## config.mk

```make
export PLATFORM = sky130hd
export DESIGN_NAME = tir_irq_router
export DESIGN_NICKNAME = d
export VERILOG_FILES = /design/src/rtl/tir_pkg.sv /design/src/rtl/tir_cfg_bank.sv /design/src/rtl/tir_status.sv /design/src/rtl/tir_fire_arb.sv /design/src/rtl/tir_irq_router.sv
export SDC_FILE = /design/constraint.sdc
export NUM_CORES = 2
export LEC_CHECK = 0
export ABC_CLOCK_PERIOD_IN_PS = 5850
export BUFFER_PORTS_ARGS = -buffer_cell sky130_fd_sc_hd__buf_4
export CAP_MARGIN = 20
export CORE_UTILIZATION = 50
export CTS_BUF_LIST = sky130_fd_sc_hd__clkbuf_16
export CTS_CLUSTER_SIZE = 20
export DETAILED_ROUTE_END_ITERATION = 16
export PLACE_DENSITY = 0.69
export SLEW_MARGIN = 20
export SYNTH_ARGS = -nofsm -noshare
export SYNTH_HDL_FRONTEND = slang
export SYNTH_HIERARCHICAL = 1
export SYNTH_SLANG_ARGS = --single-unit
export TNS_END_PERCENT = 1
```

## constraint.sdc

```tcl
create_clock -name clk -period 5.85 [get_ports clk]
set_clock_uncertainty 0.05 [all_clocks]
set_input_delay 1.17 -clock clk [delete_from_list [all_inputs] [get_ports clk]]
set_output_delay 1.17 -clock clk [all_outputs]
set_load 0.05 [all_outputs]
```

## src/rtl/tir_pkg.sv

```systemverilog
`timescale 1ns/1ps
package tir_pkg;

  localparam int B_LVL    = 1;
  localparam int B_EN     = 2;
  localparam int B_MSGEN  = 14;
  localparam int B_MSGCAP = 15;
  localparam int B_PERCAP = 4;

  // read-only capability fields: mask 63:32, message-capable, 64-bit size, periodic-capable
  localparam logic [63:0] RO_BITS  = {32'hFFFF_FFFF, 32'h0000_8030};
  localparam logic [63:0] FORCE0   = 64'h0000_0000_0000_0100;

  typedef enum logic [1:0] {DLV_NONE, DLV_PULSE, DLV_LEVEL, DLV_MSG} dlv_e;

  function automatic logic [31:0] allowed_pins(input int pins);
    if (pins >= 32)      return 32'hFF00_0000;
    else if (pins >= 20) return 32'hF << (pins - 4);
    else                 return 32'h0;
  endfunction

  function automatic logic [63:0] lane_mask(input logic [1:0] lane);
    return {{32{lane[1]}}, {32{lane[0]}}};
  endfunction

  function automatic logic [63:0] lane_merge(input logic [63:0] old,
                                             input logic [63:0] data,
                                             input logic [1:0]  lane);
    logic [63:0] m;
    m = lane_mask(lane);
    return (old & ~m) | (data & m);
  endfunction

  function automatic logic [4:0] route_of(input logic [63:0] c);
    return c[13:9];
  endfunction

  function automatic logic msg_on(input logic [63:0] c);
    return c[B_MSGCAP] & c[B_MSGEN];
  endfunction

  function automatic logic [4:0] pin_of(input logic [63:0] c);
    return msg_on(c) ? 5'd0 : route_of(c);
  endfunction

  function automatic logic [63:0] cfg_merge(input logic [63:0] old,
                                            input logic [63:0] data,
                                            input logic [1:0]  lane);
    logic [63:0] n;
    logic [31:0] okmask;
    logic [4:0]  r;
    n = lane_merge(old, data, lane);
    n = (n & ~(RO_BITS | FORCE0)) | (old & RO_BITS);
    okmask = n[63:32];
    r = n[13:9];
    if (r != 5'd0 && !okmask[r]) n[13:9] = 5'd0;
    return n;
  endfunction

  function automatic dlv_e classify(input logic [63:0] c);
    if (!c[B_EN])                 return DLV_NONE;
    else if (msg_on(c))           return DLV_MSG;
    else if (route_of(c) == 5'd0) return DLV_NONE;
    else if (!c[B_LVL])           return DLV_PULSE;
    else                          return DLV_LEVEL;
  endfunction

  // a held level cannot survive the new configuration
  function automatic logic must_drop(input logic [63:0] old_c,
                                     input logic [63:0] new_c);
    return !new_c[B_EN] || msg_on(new_c) || !new_c[B_LVL] ||
           (pin_of(new_c) != pin_of(old_c));
  endfunction

endpackage

```

## src/rtl/tir_cfg_bank.sv

```systemverilog
`timescale 1ns/1ps
module tir_cfg_bank
  import tir_pkg::*;
#(
  parameter int NT   = 8,
  parameter int PINS = 24,
  localparam int IW  = (NT > 1) ? $clog2(NT) : 1
) (
  input  logic                 clk,
  input  logic                 rst_n,
  input  logic                 cfg_we,
  input  logic [IW-1:0]        cfg_sel,
  input  logic [1:0]           cfg_lane,
  input  logic [63:0]          cfg_wdata,
  input  logic                 rt_we,
  input  logic [IW-1:0]        rt_sel,
  input  logic [1:0]           rt_lane,
  input  logic [63:0]          rt_wdata,
  output logic [NT-1:0][63:0]  cfg_q,
  output logic [NT-1:0][63:0]  rt_q,
  output logic [NT-1:0]        cfg_hit,
  output logic [NT-1:0]        cfg_drop,
  output logic [NT-1:0][4:0]   cur_pin
);

  localparam logic [31:0] ALLOW   = allowed_pins(PINS);
  localparam logic [63:0] CFG_RST = {ALLOW, 32'h0} | (64'h1 << B_MSGCAP) |
                                    (64'h1 << B_PERCAP);

  for (genvar t = 0; t < NT; t++) begin : g_tmr
    logic [63:0] cfg_r, rt_r, cfg_n;
    logic        hit, rhit;

    assign hit   = cfg_we && (cfg_sel == IW'(t));
    assign rhit  = rt_we && (rt_sel == IW'(t));
    assign cfg_n = cfg_merge(cfg_r, cfg_wdata, cfg_lane);

    always_ff @(posedge clk) begin
      if (!rst_n) begin
        cfg_r <= CFG_RST;
        rt_r  <= 64'h0;
      end else begin
        if (hit)  cfg_r <= cfg_n;
        if (rhit) rt_r  <= lane_merge(rt_r, rt_wdata, rt_lane);
      end
    end

    assign cfg_q[t]    = cfg_r;
    assign rt_q[t]     = rt_r;
    assign cfg_hit[t]  = hit;
    assign cfg_drop[t] = hit && must_drop(cfg_r, cfg_n);
    assign cur_pin[t]  = pin_of(cfg_r);
  end

endmodule

```

## src/rtl/tir_status.sv

```systemverilog
`timescale 1ns/1ps
module tir_status #(
  parameter int NT  = 8,
  localparam int IW = (NT > 1) ? $clog2(NT) : 1
) (
  input  logic                clk,
  input  logic                rst_n,
  input  logic                sts_we,
  input  logic [NT-1:0]       sts_wdata,
  input  logic [NT-1:0]       cfg_drop,
  input  logic [NT-1:0][4:0]  cur_pin,
  input  logic [NT-1:0]       set_vec,
  output logic [NT-1:0]       sts_q,
  output logic [NT-1:0]       dq_busy,
  output logic [NT-1:0]       dq_backlog,
  output logic                deassert_o,
  output logic [4:0]          deassert_num_o
);

  logic [NT-1:0]      dq_q, clr_now, pick_oh;
  logic [NT-1:0][4:0] dpin_q;
  logic [IW-1:0]      idx;
  logic [4:0]         num_n;

  assign clr_now = ((sts_we ? sts_wdata : '0) | cfg_drop) & sts_q;
  assign dq_busy = dq_q | clr_now;
  assign pick_oh = dq_busy & (~dq_busy + 1'b1);
  assign dq_backlog = dq_q;

  always_comb begin
    idx = '0;
    for (int i = NT - 1; i >= 0; i--)
      if (dq_busy[i]) idx = IW'(i);
    num_n = clr_now[idx] ? cur_pin[idx] : dpin_q[idx];
  end

  always_ff @(posedge clk) begin
    if (!rst_n) begin
      sts_q          <= '0;
      dq_q           <= '0;
      dpin_q         <= '0;
      deassert_o     <= 1'b0;
      deassert_num_o <= 5'd0;
    end else begin
      sts_q          <= (sts_q & ~clr_now) | set_vec;
      dq_q           <= dq_busy & ~pick_oh;
      deassert_o     <= |dq_busy;
      deassert_num_o <= (|dq_busy) ? num_n : 5'd0;
      for (int i = 0; i < NT; i++)
        if (clr_now[i]) dpin_q[i] <= cur_pin[i];
    end
  end

endmodule

```

## src/rtl/tir_fire_arb.sv

```systemverilog
`timescale 1ns/1ps
module tir_fire_arb
  import tir_pkg::*;
#(
  parameter int NT  = 8,
  localparam int IW = (NT > 1) ? $clog2(NT) : 1
) (
  input  logic                clk,
  input  logic                rst_n,
  input  logic [NT-1:0]       fire_i,
  input  logic [NT-1:0]       block,
  input  logic [NT-1:0][63:0] cfg_q,
  input  logic [NT-1:0][63:0] rt_q,
  input  logic [NT-1:0]       sts_q,
  output logic [NT-1:0]       set_vec,
  output logic                pulse_o,
  output logic                assert_o,
  output logic [4:0]          pin_num_o,
  output logic                msg_o,
  output logic [31:0]         msg_addr_o,
  output logic [31:0]         msg_data_o
);

  logic [NT-1:0] pend_q, cand, elig, pick_oh;
  logic [IW-1:0] idx;
  logic          any;
  dlv_e          kind;

  assign cand    = pend_q | fire_i;
  assign elig    = cand & ~block;
  assign pick_oh = elig & (~elig + 1'b1);
  assign any     = |elig;

  always_comb begin
    idx = '0;
    for (int i = NT - 1; i >= 0; i--)
      if (elig[i]) idx = IW'(i);
    kind = DLV_NONE;
    if (any && !sts_q[idx]) kind = classify(cfg_q[idx]);
  end

  assign set_vec = (kind == DLV_LEVEL) ? pick_oh : '0;

  always_ff @(posedge clk) begin
    if (!rst_n) begin
      pend_q     <= '0;
      pulse_o    <= 1'b0;
      assert_o   <= 1'b0;
      pin_num_o  <= 5'd0;
      msg_o      <= 1'b0;
      msg_addr_o <= 32'h0;
      msg_data_o <= 32'h0;
    end else begin
      pend_q    <= cand & ~pick_oh;
      pulse_o   <= (kind == DLV_PULSE);
      assert_o  <= (kind == DLV_LEVEL);
      msg_o     <= (kind == DLV_MSG);
      pin_num_o <= (kind == DLV_PULSE || kind == DLV_LEVEL) ? route_of(cfg_q[idx]) : 5'd0;
      if (kind == DLV_MSG) begin
        msg_addr_o <= rt_q[idx][63:32];
        msg_data_o <= rt_q[idx][31:0];
      end else begin
        msg_addr_o <= 32'h0;
        msg_data_o <= 32'h0;
      end
    end
  end

endmodule

```

## src/rtl/tir_irq_router.sv

```systemverilog
`timescale 1ns/1ps
module tir_irq_router #(
  parameter int NT   = 8,
  parameter int PINS = 24,
  localparam int IW  = (NT > 1) ? $clog2(NT) : 1
) (
  input  logic          clk,
  input  logic          rst_n,
  input  logic [NT-1:0] fire_i,
  input  logic          cfg_we,
  input  logic [IW-1:0] cfg_sel,
  input  logic [1:0]    cfg_lane,
  input  logic [63:0]   cfg_wdata,
  input  logic          rt_we,
  input  logic [IW-1:0] rt_sel,
  input  logic [1:0]    rt_lane,
  input  logic [63:0]   rt_wdata,
  input  logic          sts_we,
  input  logic [NT-1:0] sts_wdata,
  input  logic [IW-1:0] rd_sel,
  output logic [63:0]   rd_cfg,
  output logic [63:0]   rd_route,
  output logic [NT-1:0] sts_o,
  output logic          pin_pulse_o,
  output logic          pin_assert_o,
  output logic [4:0]    pin_num_o,
  output logic          pin_deassert_o,
  output logic [4:0]    deassert_num_o,
  output logic          msg_req_o,
  output logic [31:0]   msg_addr_o,
  output logic [31:0]   msg_data_o
);

  logic [NT-1:0][63:0] cfg_all, rt_all;
  logic [NT-1:0]       cfg_hit, cfg_drop, set_vec, dq_busy, dq_backlog, fire_block;
  logic [NT-1:0][4:0]  cur_pin;

  tir_cfg_bank #(.NT(NT), .PINS(PINS)) u_cfg (
    .clk(clk), .rst_n(rst_n),
    .cfg_we(cfg_we), .cfg_sel(cfg_sel), .cfg_lane(cfg_lane), .cfg_wdata(cfg_wdata),
    .rt_we(rt_we), .rt_sel(rt_sel), .rt_lane(rt_lane), .rt_wdata(rt_wdata),
    .cfg_q(cfg_all), .rt_q(rt_all), .cfg_hit(cfg_hit), .cfg_drop(cfg_drop),
    .cur_pin(cur_pin)
  );

  tir_status #(.NT(NT)) u_sts (
    .clk(clk), .rst_n(rst_n),
    .sts_we(sts_we), .sts_wdata(sts_wdata),
    .cfg_drop(cfg_drop), .cur_pin(cur_pin), .set_vec(set_vec),
    .sts_q(sts_o), .dq_busy(dq_busy), .dq_backlog(dq_backlog),
    .deassert_o(pin_deassert_o), .deassert_num_o(deassert_num_o)
  );

  // a timer under reconfiguration or awaiting release keeps its fire pending
  assign fire_block = cfg_hit | dq_busy;

  tir_fire_arb #(.NT(NT)) u_arb (
    .clk(clk), .rst_n(rst_n),
    .fire_i(fire_i), .block(fire_block),
    .cfg_q(cfg_all), .rt_q(rt_all), .sts_q(sts_o),
    .set_vec(set_vec),
    .pulse_o(pin_pulse_o), .assert_o(pin_assert_o), .pin_num_o(pin_num_o),
    .msg_o(msg_req_o), .msg_addr_o(msg_addr_o), .msg_data_o(msg_data_o)
  );

  assign rd_cfg   = cfg_all[rd_sel];
  assign rd_route = rt_all[rd_sel];

endmodule

```

# Word level (Yosys, flattened, before mapping)
# Cells that the tools add are included.
# Widths: inputs -> output; s select.
[totals] latch_bits=0 ram_bits=0 rom_bits=0 output_inout_bits=214 reg_bits=1166 inputBits=162 elab_cells=331 n_memories=0
[classes] mul=0 div=0 n_mux=80 shift=0 bitwise_logic=79 reduce_logical=99 n_eq_ne=25 n_addsub=2 magnitude_cmp=11
[op_table] cell="$bmux 64 s3" count=4
[op_table] cell="$and 64x64->64" count=9
[op_table] cell="$or 32x64->64" count=8
[op_table] cell="$or 64x64->64" count=8
[op_table] cell="$and 32x32->32" count=9
[op_table] cell="$or 32x32->32" count=8
[op_table] cell="$mux 64" count=3
[op_table] cell="$mux 5" count=27
[op_table] cell="$not 64->64" count=1
[op_table] cell="$and 8x8->8" count=7
[op_table] cell="$lt 5x6->1 const B" count=8
[op_table] cell="$mux 3" count=16
[op_table] cell="$not 8->8" count=6
[op_table] cell="$bmux 1 s5" count=8
[op_table] cell="$ne 5x5->1" count=8
[op_table] cell="$or 8x8->8" count=5
[op_table] cell="$reduce_bool 5->1" count=8
[op_table] cell="$logic_and 1x1->1" count=33
[op_table] cell="$not 32->32" count=1
[op_table] cell="$bmux 5 s3" count=2
[op_table] cell="$logic_not 1->1" count=25
[op_table] cell="$logic_or 1x1->1" count=25
[op_table] cell="$eq 3x3->1 const B" count=8
[op_table] cell="$and 1x1->1" count=17
[op_table] cell="other kinds (15)" count=42

# Logic depth before layout (Yosys ltp)
[logic_depth] depth_word=37 depth_mapped=27 depth_no_buf=21

# By module
# The synthesis kept the hierarchy.
[by_module_without_submodules] module="tir_cfg_bank" n_inst=1 seq_area_each_um2=14734.1 area_each_um2=31403.9 cells_each=3861
[by_module_without_submodules] module="tir_irq_router" n_inst=1 seq_area_each_um2=0.0 area_each_um2=8234.1 cells_each=463
[by_module_without_submodules] module="tir_fire_arb" n_inst=1 seq_area_each_um2=1601.5 area_each_um2=7682.4 cells_each=1336
[by_module_without_submodules] module="tir_status" n_inst=1 seq_area_each_um2=1221.2 area_each_um2=3309.4 cells_each=411

# Least setup slack after synthesis
# Ideal clock, no wire load.
[synth_timing] kind="input to register" start="in cfg_lane[0]" end="reg u_arb.msg_addr_o[10]" path_stages=23 path_buffers=4 arrival_ns=5.810 setup_ns=0.132 t_required_ns=5.668 path_slack_ns=-0.142 cell_sequence="buf_2 mux2_2 a21oi_1 mux2i_1 o2111a_1 a31oi_1 a21o_4 a21oi_2 inv_1 or2_2 o21bai_4 a211oi_4 o21a_4 buf_6 mux4_2 mux2_4 o22ai_1 a21oi_1 ha_1 nand2_1 clkbuf_1 clkbuf_1 a21oi_1"
[synth_between] word_cells_on_any_way=178 classes_between="9 x eq/ne; 51 x mux; 41 x bitwise; 77 x reduce/logical"
[synth_rtl] element="from (decl)" line_no="tir_irq_router.sv:12" source="input logic [1:0] cfg_lane,"
[synth_rtl] element="$not 32->32" line_no="tir_pkg.sv:31" source="return (old & ~m) | (data & m);"
[synth_rtl] element="$and 32x32->32" line_no="tir_pkg.sv:31"
[synth_rtl] element="$or 32x32->32 *" line_no="tir_pkg.sv:31"
[synth_rtl] element="$or 32x64->64 *" line_no="tir_pkg.sv:53" source="n = (n & ~(RO_BITS | FORCE0)) | (old & RO_BITS);"
[synth_rtl] element="$bmux 1 s5" line_no="tir_pkg.sv:56" source="if (r != 5'd0 && !okmask[r]) n[13:9] = 5'd0;"
[synth_rtl] element="$mux 1 (implied by the code)" line_no="tir_pkg.sv:56"
[synth_rtl] element="$logic_not 1->1" line_no="tir_pkg.sv:56"
[synth_rtl] element="$logic_and 1x1->1" line_no="tir_pkg.sv:56"
[synth_rtl] element="[5 not listed]"
[synth_rtl] element="net cfg_drop[6]" line_no="tir_irq_router.sv:35" source="logic [NT-1:0] cfg_hit, cfg_drop, set_vec, dq_busy, dq_backlog, fire_block;"
[synth_rtl] element="[3 not listed]"
[synth_rtl] element="net dq_busy[6]" line_no="tir_irq_router.sv:35"
[synth_rtl] element="[1 not listed]"
[synth_rtl] element="net fire_block[6]" line_no="tir_irq_router.sv:35"
[synth_rtl] element="[10 not listed]"
[synth_rtl] element="$mux 16 (implied by the code)" line_no="tir_fire_arb.sv:39" source="if (any && !sts_q[idx]) kind = classify(cfg_q[idx]);"
[synth_rtl] element="$logic_not 5->1 or $mux 2 (tied branches)" line_no="tir_pkg.sv:63, tir_pkg.sv:64"
[synth_rtl] element="$mux 2" line_no="tir_pkg.sv:63" source="else if (route_of(c) == 5'd0) return DLV_NONE;"
[synth_rtl] element="$mux 2" line_no="tir_pkg.sv:62" source="else if (msg_on(c)) return DLV_MSG;"
[synth_rtl] element="$mux 2" line_no="tir_pkg.sv:61" source="if (!c[B_EN]) return DLV_NONE;"
[synth_rtl] element="$mux 2" line_no="tir_fire_arb.sv:39"
[synth_rtl] element="$eq 2x2->1" line_no="tir_fire_arb.sv:59" source="if (kind == DLV_MSG) begin"
[synth_rtl] element="$reduce_and 2->1 (no line)"
[synth_rtl] element="to (signal assigned)" line_no="tir_fire_arb.sv:60" source="msg_addr_o <= rt_q[idx][63:32];"
[synth_rtl] element="to (decl)" line_no="tir_fire_arb.sv:20" source="output logic [31:0] msg_addr_o,"
# Mark *: on every way through the listed nets, which the timed path passes. The rest lies on a longest branch. The select of a mux whose other input is x is not followed.
# A chain may end at the register's enable or synchronous reset.

# Final worst setup path
[layout_timing] start="in cfg_lane[0]" end="reg u_sts.sts_q[7]"
[layout_between] word_cells_on_any_way=182 classes_between="1 x add/sub; 9 x eq/ne; 50 x mux; 46 x bitwise; 76 x reduce/logical"
[layout_rtl] element="$not 32->32" line_no="tir_pkg.sv:31"
[layout_rtl] element="$and 32x32->32" line_no="tir_pkg.sv:31"
[layout_rtl] element="$or 32x32->32 *" line_no="tir_pkg.sv:31"
[layout_rtl] element="$or 32x64->64 *" line_no="tir_pkg.sv:53"
[layout_rtl] element="$bmux 1 s5" line_no="tir_pkg.sv:56"
[layout_rtl] element="$mux 1 (implied by the code)" line_no="tir_pkg.sv:56"
[layout_rtl] element="$logic_not 1->1" line_no="tir_pkg.sv:56"
[layout_rtl] element="$logic_and 1x1->1" line_no="tir_pkg.sv:56"
[layout_rtl] element="[5 not listed]"
[layout_rtl] element="net cfg_drop[6]" line_no="tir_irq_router.sv:35"
[layout_rtl] element="[3 not listed]"
[layout_rtl] element="net dq_busy[6]" line_no="tir_irq_router.sv:35"
[layout_rtl] element="[1 not listed]"
[layout_rtl] element="net fire_block[6]" line_no="tir_irq_router.sv:35"
[layout_rtl] element="[12 not listed]"
[layout_rtl] element="$mux 2" line_no="tir_pkg.sv:63"
[layout_rtl] element="$mux 2" line_no="tir_pkg.sv:62"
[layout_rtl] element="$mux 2" line_no="tir_pkg.sv:61"
[layout_rtl] element="$mux 2" line_no="tir_fire_arb.sv:39"
[layout_rtl] element="$eq 2x2->1" line_no="tir_fire_arb.sv:42" source="assign set_vec = (kind == DLV_LEVEL) ? pick_oh : '0;"
[layout_rtl] element="$mux 8 *" line_no="tir_fire_arb.sv:42"
[layout_rtl] element="net set_vec[7]" line_no="tir_irq_router.sv:35"
[layout_rtl] element="$or 8x8->8 *" line_no="tir_status.sv:45" source="sts_q <= (sts_q & ~clr_now) | set_vec;"
[layout_rtl] element="to (signal assigned)" line_no="tir_status.sv:45"
[layout_rtl] element="to (decl)" line_no="tir_status.sv:13" source="output logic [NT-1:0] sts_q,"
# Marked as above.

==> results.md <==
* CP arrival at 6160 ps
* Relative slew slack at 0.246
* Antenna violations before repair at 16
* IO Count at 376
* Clock Latency Late Sink at approximately 710 ps
* All-layer global routing usage at 0.313
* Worst min path class: flop to flop
* Die width at between 300 and 400 um
* Design area at around 0.056 mm^2
* Vias in the first global route at between 40000 and 50000
* Synth Cell Area at between 0.05 and 0.06 mm^2
* PwrDens at around 250 mW/mm^2
* Clk buf depth at 3
* Syn. warnings at 6
* Power share of the combinational group at 0.125
* Clock group share of total power at 0.440
* Synth-to-layout area growth at 11.2%
* Flop2flop setup slack at between 200 and 250 ps
* Routed WL at approximately 170000 um
* Pins Over Slew Limit at 0
* Setup Fix Bufs, Post-CTS at 0
* Nets at around 6400
* Fill count at between 9000 and 10000
* FP Rows at 116
* RSZ-0062 raised after global routing: no
* H-tree Lvls at 3
* NetSw at 3.81 mW
* # DRC at 0
* Worst-Margin Slew at between 1000 and 1500 ps
* Final setup TNS at 0 ps
* Status: complete, no violations
* Synth Instances at just over 6000
* Remaining Overflow, GRT at 0
* Initial DRT Pass Iterations at 7
* Post-route ant nets at 0
* Worst Setup EP: u_sts/sts_q[7]
* Proportion of layout cells with a drive suffix above 1 at 0.181
* Fin crit period at about 5600 ps
* TritonCTS Buffers at between 90 and 100
* Vias at around 44000
* Die ar. at slightly above 0.1 mm^2
* Largest net degree at the start of global routing at 270
* Clock root buffer: clkbuf_16
* Internal cell power at 10.2 mW
* Sw frac at 0.272
* First-pass GRT wire length at 249000 um
* R2r endpoint: u_sts/sts_q[7]
* HPWL after DPL at 101000 um
* R2R cell count at 21
* Leakage at roughly 21 nW
* Chip height at 320 um
* Routability Congestion at around 1.0
* Crit Path Max Fanout at 23
* Port bufs at roughly 300
* Final setup vio count at 0
* TritonCTS clock tree: built
* Worst slack, placed at -493 ps
* Clk slew on worst S/H paths at about 60 ps
* Fmax at ~180 MHz
* Avg Cell Area, Syn at ~8.3 um^2
* Final hold slack at 411 ps
* CP Data Required Time at between 6000 and 7000 ps
* Sequential power share at 0.435
* Starting DRT DRC Count at around 4400
* Crit path launch type: primary input
* Post-DP Area at between 0.05 and 0.06 mm^2
* Via/cell ratio at 5.82
* Final Hold Viols at 0
* Peak supply drop at between 200 and 250 uV
* CTS sink cnt at 877
* Core Area at ~0.1 mm^2
* Initial Utilization at 0.505
* Max-Cap Viols at 0
* Post-layout util at 0.562
* Worst R2R Start: u_cfg/g_tmr[3].cfg_r[14]
* Tcrit/Tclk final at 0.958
* CP startpoint: cfg_lane[0]
* Critical Path End Type: flop
* Average wire per cell in the routed design at approximately 22 um
* Worst Slack Setup Final at between 200 and 250 ps
* CP Class: primary input to flop
[cells in the final DEF, fill, tap and decap left out, types with 10 or more instances in the layout]
| cell | count |
|---|---|
| mux4_1 | 72 |
| conb_1 | 288 |
| buf_4 | 534 |
| clkinv_2 | 16 |
| mux2i_1 | 35 |
| and3_1 | 15 |
| nand3_1 | 453 |
| nand2b_1 | 11 |
| or2_2 | 14 |
| a21boi_0 | 737 |
| buf_12 | 21 |
| nand2_1 | 2120 |
| nor3_1 | 16 |
| o21ai_0 | 20 |
| mux4_2 | 191 |
| nand4_1 | 18 |
| dfxtp_1 | 877 |
| mux2_2 | 134 |
| clkinv_1 | 26 |
| and2_1 | 15 |
| nor2b_1 | 62 |
| or3_1 | 13 |
| inv_1 | 41 |
| bufinv_16 | 10 |
| nor2_4 | 20 |
| nor2_1 | 50 |
| clkbuf_16 | 99 |
| o211ai_1 | 10 |
| a21oi_1 | 111 |
| a21boi_1 | 25 |
[how the worst min path moves through the flow]
stage / start / end / cells past startpoint
detailed placement: flop / flop / 2
global placement: flop / flop / 2
global route: flop / flop / 2
finish: flop / flop / 2
floorplan: flop / flop / 2
CTS: flop / flop / 2
[metal layers]
metal  routed length [um]  up-vias  track usage
li1                     -    20346            -
met1                68900    21210        0.421
met2                74500     2165        0.491
met3                16200      424       0.0595
met4                 6400       20        0.132
met5                  126        -            0
[what timing repair did]
action                                  in CTS  in global routing
endpoints found under the setup margin       0                 46
hold buffers                                 0                  0
resized for setup                            0                  8
[critical path, stage by stage]
cell	delay (ps)
buf_6	210
mux2_2	380
a21oi_1	170
mux2i_1	220
o2111a_1	190
a31oi_1	190
a21o_4	250
a21oi_2	160
inv_1	60
or2_2	330
o21bai_4	210
a211oi_4	290
o21a_4	230
mux4_2	530
mux2i_2	270
o31a_1	280
a211o_1	160
ha_1	180
nand2_1	130
nor4_1	200
buf_4	160
a21oi_1	40
nor2b_1	120
[power groups by stage]
| stage | combinational, mW | sequential [mW] | clock [mW] |
|---|---|---|---|
| 2_1_floorplan | 1.39 | 6.21 | 0 |
| 6_report | 1.75 | 6.09 | 6.17 |
| 3_5_place_dp | 1.69 | 6.22 | 0 |
| 3_3_place_gp | 1.67 | 6.22 | 0 |
| 5_1_grt | 1.85 | 6.10 | 6.52 |
| 4_1_cts | 1.70 | 6.09 | 6.26 |
[layout make-up]
class / instances / area [um^2] / area share
diodes: 6 / 15.0 / 0.000267
clock buffers: 99 / 2480 / 0.0440
clock inverters: 83 / 719 / 0.0128
inverters: 24 / 90.1 / 0.00160
multi-input cells: 4637 / 29300 / 0.520
flip-flops and latches: 877 / 17600 / 0.312
well taps: 1298 / 1620 / 0.0289
repair buffers: 562 / 4540 / 0.0807
[stage by stage]
| stage | total power [mW] | cells |
|---|---|---|
| 6_report | 14.0 | 7586 |
| 5_1_grt | 14.5 | 7586 |
| 4_1_cts | 14.0 | 7577 |
| 3_5_place_dp | 7.91 | 7395 |
| 3_3_place_gp | 7.89 | 7395 |
| 2_1_floorplan | 7.60 | 6355 |
No activity file was read; power rests on OpenSTA's default activity.
